===== src/rtl/nor_cmd_seq.sv =====
module nor_cmd_seq #(
  parameter int DEV_BYTES = 2,
  parameter int MA_W      = 12,
  parameter int SECT_W    = 8,
  parameter int DLY_SECT  = 300,
  localparam int SHIFT    = (DEV_BYTES == 4) ? 2 : (DEV_BYTES == 2) ? 1 : 0,
  localparam int BA_W     = MA_W + SHIFT
) (
  input  logic            clk,
  input  logic            rst_n,
  input  logic            wr_en,
  input  logic [BA_W-1:0] wr_addr,
  input  logic [7:0]      wr_data,
  output logic [MA_W-1:0] mem_addr,
  output logic [7:0]      mem_wdata,
  output logic            mem_we,
  input  logic [7:0]      mem_rdata,
  output logic            busy,
  output logic [1:0]      mode
);
  localparam int DLY_CHIP   = 10 * DLY_SECT;
  localparam int SECT_WORDS = 1 << SECT_W;

  typedef enum logic [3:0] {
    S_RD, S_UNL1, S_CMD, S_PROG, S_RMW, S_ES0, S_ES1, S_ESEL, S_ERASE, S_ASEL, S_CFI
  } st_t;

  st_t             st;
  logic            byp;
  logic [MA_W-1:0] pa, swp_addr;
  logic [7:0]      pd;
  logic [MA_W:0]   swp_cnt;
  logic [31:0]     dly;

  wire [MA_W-1:0] woff  = wr_addr[BA_W-1:SHIFT];
  wire [10:0]     lo    = woff[10:0];
  wire            at555 = (lo == 11'h555);
  wire            at2aa = (lo == 11'h2AA);
  wire            at55  = (lo == 11'h055);

  always_ff @(posedge clk) begin
    if (!rst_n) begin
      st       <= S_RD;
      byp      <= 1'b0;
      pa       <= '0;
      pd       <= '0;
      swp_addr <= '0;
      swp_cnt  <= '0;
      dly      <= '0;
    end else begin
      case (st)
        S_RMW: st <= byp ? S_CMD : S_RD;
        S_ERASE: begin
          if (swp_cnt != 0) begin
            swp_addr <= swp_addr + 1'b1;
            swp_cnt  <= swp_cnt - 1'b1;
          end
          if (dly != 0) dly <= dly - 1;
          if (swp_cnt == 0 && dly == 0) st <= byp ? S_CMD : S_RD;
        end
        default: if (wr_en) begin
          if (wr_data == 8'hF0 && st != S_PROG) begin
            st  <= S_RD;
            byp <= 1'b0;
          end else begin
            case (st)
              S_RD:
                if (at55 && wr_data == 8'h98) st <= S_CFI;
                else if (at555 && wr_data == 8'hAA) st <= S_UNL1;
                else begin st <= S_RD; byp <= 1'b0; end
              S_UNL1:
                if (at2aa && wr_data == 8'h55) st <= S_CMD;
                else begin st <= S_RD; byp <= 1'b0; end
              S_CMD:
                if (!byp && !at555) begin st <= S_RD; byp <= 1'b0; end
                else case (wr_data)
                  8'h20:   begin byp <= 1'b1; st <= S_CMD; end
                  8'h80:   st <= S_ES0;
                  8'h90:   st <= S_ASEL;
                  8'hA0:   st <= S_PROG;
                  default: begin st <= S_RD; byp <= 1'b0; end
                endcase
              S_PROG: begin
                pa <= woff;
                pd <= wr_data;
                st <= S_RMW;
              end
              S_ES0:
                if (at555 && wr_data == 8'hAA) st <= S_ES1;
                else begin st <= S_RD; byp <= 1'b0; end
              S_ES1:
                if (at2aa && wr_data == 8'h55) st <= S_ESEL;
                else begin st <= S_RD; byp <= 1'b0; end
              S_ESEL:
                if (wr_data == 8'h10 && at555) begin
                  st       <= S_ERASE;
                  swp_addr <= '0;
                  swp_cnt  <= {1'b1, {MA_W{1'b0}}};
                  dly      <= 32'(DLY_CHIP);
                end else if (wr_data == 8'h30) begin
                  st       <= S_ERASE;
                  swp_addr <= {woff[MA_W-1:SECT_W], {SECT_W{1'b0}}};
                  swp_cnt  <= (MA_W+1)'(SECT_WORDS);
                  dly      <= 32'(DLY_SECT);
                end else begin st <= S_RD; byp <= 1'b0; end
              S_ASEL:
                if (byp && wr_data == 8'h00) begin st <= S_RD; byp <= 1'b0; end
                else if (at55 && wr_data == 8'h98) st <= S_CFI;
                else begin st <= S_RD; byp <= 1'b0; end
              default: begin st <= S_RD; byp <= 1'b0; end
            endcase
          end
        end
      endcase
    end
  end

  assign busy      = (st == S_RMW) || (st == S_ERASE);
  assign mem_we    = (st == S_RMW) || (st == S_ERASE && swp_cnt != 0);
  assign mem_wdata = (st == S_ERASE) ? 8'hFF : (mem_rdata & pd);
  assign mem_addr  = (st == S_ERASE) ? swp_addr : (st == S_RMW) ? pa : woff;
  assign mode      = busy ? 2'd2 : (st == S_ASEL) ? 2'd1 : (st == S_CFI) ? 2'd3 : 2'd0;
endmodule


===== config.mk =====
export PLATFORM = sky130hd
export DESIGN_NAME = nor_cmd_seq
export DESIGN_NICKNAME = d
export VERILOG_FILES = /design/src/rtl/nor_cmd_seq.sv
export SDC_FILE = /design/constraint.sdc
export NUM_CORES = 1
export LEC_CHECK = 0
export ABC_AREA = 1
export CAP_MARGIN = 25
export CORE_MARGIN = 3
export CORE_UTILIZATION = 30
export DETAILED_ROUTE_END_ITERATION = 8
export DONT_BUFFER_PORTS = 1
export GPL_TIMING_DRIVEN = 0
export SLEW_MARGIN = 10
export SYNTH_ARGS = -nofsm -noshare
export SYNTH_HDL_FRONTEND = slang
export SYNTH_SLANG_ARGS = --single-unit

===== constraint.sdc =====
create_clock -name clk -period 2.4 [get_ports clk]
set_input_delay 0.48 -clock clk [delete_from_list [all_inputs] [get_ports clk]]
set_output_delay 0.48 -clock clk [all_outputs]
set_load 0.02 [all_outputs]

# Word level (Yosys, flattened, before mapping)
# Cells that the tools add are included.
[classes]
addsub = 3
n_eq_ne = 35
muxes = 55
bitwise = 4
n_reduce_logical = 31
[op_table]
columns = ["op", "n"]
rows = [
  ["$mux 32", 6],
  ["$mux 12", 8],
  ["$mux 13", 6],
  ["$pmux 32 s2", 1],
  ["$eq 8x8->1 const B", 6],
  ["$mux 4", 9],
  ["$logic_not 32->1", 1],
  ["$pmux 4 s8", 1],
  ["$reduce_bool 32->1", 1],
  ["$sub 32x1->32 const B", 1],
  ["$pmux 13 s2", 1],
  ["$pmux 12 s2", 1],
  ["$eq 4x3->1 const B", 4],
  ["$eq 8x6->1 const B", 2],
  ["$pmux 4 s4", 1],
  ["$logic_not 13->1", 1],
  ["$reduce_bool 13->1", 1],
  ["$sub 13x1->13 const B", 1],
  ["$add 12x1->12 const B", 1],
  ["$eq 4x4->1 const B", 3],
  ["$ne 3x3->1 const B", 4],
  ["$reduce_and 6->1", 2],
  ["$eq 11x10->1 const B", 1],
  ["$eq 11x11->1 const B", 1],
  ["other kinds (30)", 64],
]
[totals]
reg_bits = 82
inputBits = 32
out_inout_bits = 24

# Logic depth before layout (Yosys ltp)
[logic_depth]
depth_word = 8
ltp_mapped = 12
depth_no_buf = 12

# Worst setup path before layout
# No wires, ideal clock.
[synth_timing]
path_type = "reg-to-output"
startpoint = "register st[3]"
endpoint = "output mem_addr[10]"
t_arrival_ps = 1616
required_time_ps = 1920
slack_ps = 304
stages_incl_launch_ff = 7
path_cell_list = "dfxtp_1 nand2_2 nor2_8 inv_4 buf_2 buf_1 o21ai_0"
[synth_via]
elab_chain_cells = 3
[synth_rtl]
columns = ["element", "line_no", "rtl"]
rows = [
  ["from (decl)", "28", "st_t st;"],
  ["from (signal assigned)", "52", "S_RMW: st <= byp ? S_CMD : S_RD;"],
  ["from (signal assigned)", "59", "if (swp_cnt == 0 && dly == 0) st <= byp ? S_CMD : S_RD;"],
  ["$eq 4x3->1", "121", "assign mem_addr = (st == S_ERASE) ? swp_addr : (st == S_RMW) ? pa : woff;"],
  ["$mux 12", "121", ""],
  ["$mux 12 (*)", "121", ""],
  ["to (decl)", "14", "output logic [MA_W-1:0] mem_addr,"],
]
# Every way passes the cells marked *; elsewhere a longest branch is shown, timed or not.

# Worst setup path after layout
[layout_timing]
startpoint = "register st[2]"
endpoint = "output mem_addr[7]"
# The elaborated chain is that of the path after synthesis.

==> impl_summary.md <==
Clocking
The deepest level of the CTS H-tree is 3. The maximum root-to-sink buffer count is 2. At the later pin of the worst-skew pair, clock insertion delay measures 0.35 ns. The total number of clock tree sinks is 82. The CTS tree is yes.

The total clock buffers created by CTS is 9. The clock root buffer is clkbuf_16. After clock tree synthesis, the clock-pin slew on the worst setup and hold paths is approximately 0.07 ns. The number of hold buffers added after cts is 0.

Global route
Global routing consumed, over all layers together, between 10% and 20% of the routing resources. After global routing the overflow that remains totals 0. Entering global routing, the biggest net connects 15 pins. The number of antenna violations at the first check in global routing is 0. The via count of the first global-routing pass was 5437.

The first global-routing pass estimated 28100 um of wire.

Detailed routing
For this block, the via count after detailed routing is 5826. The routed length per instance is 14.3 um. Using the TritonRoute via totals, the vias-per-cell ratio works out to 4.88. After detailed routing, the number of remaining DRC violations is 0. The total length of routed wires is 17000 um. The remaining number of nets flagged by the antenna check after routing is 0. The first routing iteration left 389 violations. The first TritonRoute pass finished after 6 iterations.

Layout
The finished cells cover 6430 sq um. After filler insertion, the fill cell instance count of the layout stands at 1955. After the last flow step, the layout net total stands at 996. The number of antenna diodes in the final layout is 0. The library cell used most frequently in the layout, excluding fill and tap cells, is nand2_1. The library cells used most frequently in the layout, excluding fill and tap cells, are nand2_1 (278), nor2_1 (165), a21oi_1 (89). Compared with the post-synthesis result, the final layout area differs by 14.0%.

Cells fill 35.3% of the core in the end. In the final layout, the share of cells above drive strength 1 is about 10%.

STA
The total count of hold-check failures in the final report is 0. The clock period could shrink to 2.33 ns. The total count of max-transition violations in the final report was 0.

The setup TNS is 0 ns. The worst path meets setup with 0.0659 ns of slack. The post-route fraction of the period consumed by the critical path is ~97%. The worst max-slew margin expressed relative to the limit is between 50 and 60%. The slew at the pin closest to its max-slew limit is slightly below 0.7 ns.

Setup violations remaining at the end of the flow were counted as 0. The highest clock rate is 428 MHz. The final setup skew is 0.0130 ns.

Setup repair after global routing left no endpoint under its margin.

Synthesis
The sequential-to-total area share from yosys stat is 29.1%. The netlist area before placement is 5650 sq um. The count of cell types in the netlist is 38. The gate count after technology mapping is between 900 and 1000.

During synthesis, Yosys emitted a total of 0 warnings. The post-synthesis sequential element count is 82. Each instance of the synthesized netlist takes up on average 5.96 sq um. The net count after synthesis is 983.

Outcome
The run finished with clean final reports.

Critical path
The worst setup path is launched from a flip-flop. The type of the setup path with the least slack is reg2out. The critical path goes through inv_2, nand2_4, nor2_8, buf_2, buf_4, nand2_1, o21ai_2. The reg-to-reg setup timing slack is around 0.29 ns. The largest individual stage delay along the critical path comes from the cell dfxtp_4. The worst register-to-register path has a depth of 10. The longest individual stage delay on the worst path is 0.36 ns. The critical path arrival is 1.85 ns. The number of buffers and inverters on the critical path is 3.

The required time of the critical path is roughly 1.9 ns. Of all nets on the critical path, the largest fanout is 10. In this design, the largest share of critical-path delay is due to buffers and inverters. The startpoint identified for the worst register-to-register timing path is dly[12]. STA classifies the critical path endpoint as an output pin. The capture point of the worst reg-to-reg path is dly[31].

Pwr
The maximum VDD drop is 0.000335 V. The final total power is 3.18 mW. The total power divided by cell area is 494 nW/um^2.

The leakage power of the design is 3.04 nW.

Floorplanning
The count of pins on the block boundary is 56. The starting density of the core is 31.0%. The width of the chip is 143 um. The number of placement rows is 49. The total area inside the core boundary comes to 18200 sq um. The die covers ~21000 sq um. The height of the chip is 143 um.

Placement
The half-perimeter wire length of the detailed placement result is 13200 um. The number of I/O port buffers is 0. The global placer's final weighted congestion is 0.912.

The placement-stage cell area is around 5900 sq um. At the placement stage, the worst setup path has a slack of -0.172 ns.

Hold path
The worst hold path terminates at pa[11]. The startpoint identified for the worst hold timing path is rst_n. The class of the tightest hold or removal check is in2reg. Counting instances, the worst hold path has a depth of 2.

Flow run
Max-cap violations in this run came to 0.
[power by group]
group / internal (mW) / switching, mW / leakage, nW
Sequential: 1.36 / 0.00200 / 0.662
Clock: 1.08 / 0.602 / 0.174
Combinational: 0.0333 / 0.101 / 2.21
Total: 2.47 / 0.705 / 3.04
[worst max-delay path by stage]
stage / from / endpoint / cells after the start
after global placement: st[3] / mem_addr[10] / 6
after floorplan: st[3] / mem_addr[10] / 6
after CTS: st[3] / mem_addr[9] / 8
final: st[2] / mem_addr[7] / 7
after detailed placement: st[3] / mem_addr[10] / 6
after global routing: swp_cnt[0] / mem_we / 7
[cell families after synthesis]
kind of cell | after synthesis | share of synthesized area, %
fa+ha+maj | 4 | 0.886
flops | 82 | 29.1
simple gates | 561 | 41.9
buf+inv | 113 | 8.66
compound gates | 155 | 14.5
xor+xnor | 32 | 4.96
[synth_stat cells (all sizes together)]
cell | instances | share of area, %
clkinv | 1 | 0.066
xor2 | 25 | 3.9
o211ai | 1 | 0.13
ha | 4 | 0.89
nand4 | 10 | 1.1
clkbuf | 16 | 1.1
dfxtp | 82 | 29
nor3b | 1 | 0.13
a21boi | 1 | 0.13
nand3b | 1 | 0.13
o21ai | 47 | 4.5
xnor2 | 7 | 1.1
buf | 18 | 2.3
nand3 | 73 | 6.7
or2 | 4 | 0.44
nor2 | 174 | 13
a31oi | 2 | 0.22
o21bai | 5 | 0.66
nand2 | 290 | 20
nor3 | 6 | 0.53
a21oi | 99 | 8.8
and2 | 2 | 0.22
inv | 78 | 5.3
[flip-flops by register name, summed over array words and instances (netlist names)]
name and cells:
st 4, dly 32, pd 8, pa 12, byp 1, swp_cnt 13
swp_addr 12
[final cells by class]
| class | instances | area (sq um) | share of cell area, % |
|---|---|---|---|
| multi-input combinational | 752 | 3600 | 56.0 |
| tap | 229 | 287 | 4.45 |
| inverter | 79 | 309 | 4.80 |
| clock buffer | 11 | 253 | 3.93 |
| buffer | 32 | 194 | 3.01 |
| timing repair buffer | 4 | 30.0 | 0.467 |
| sequential | 82 | 1650 | 25.6 |
| clock inverter | 5 | 109 | 1.69 |
[layer usage]
layer / up-vias / part of all wire [%] / GRT usage (%)
met5: - / 0 / 0
met4: 0 / 1.2 / 4.25
met3: 17 / 5.1 / 3.65
met2: 135 / 47 / 28.3
met1: 2617 / 47 / 22.6
li1: 3057 / - / -
[metrics by stage]
stage          hold WS [ns]  cells
2_1_floorplan         0.424    947
3_3_place_gp          0.438   1176
3_5_place_dp          0.442   1176
4_1_cts               0.249   1194
5_1_grt               0.261   1194
6_report              0.256   1194
[repair_timing]
item	CTS	global route
pin swaps	2	1
resized for setup	36	9
gates cloned	0	0
endpoints found under the setup margin	21	10
setup buffers	2	2
Note: power is estimated with default switching activity, not from simulation.
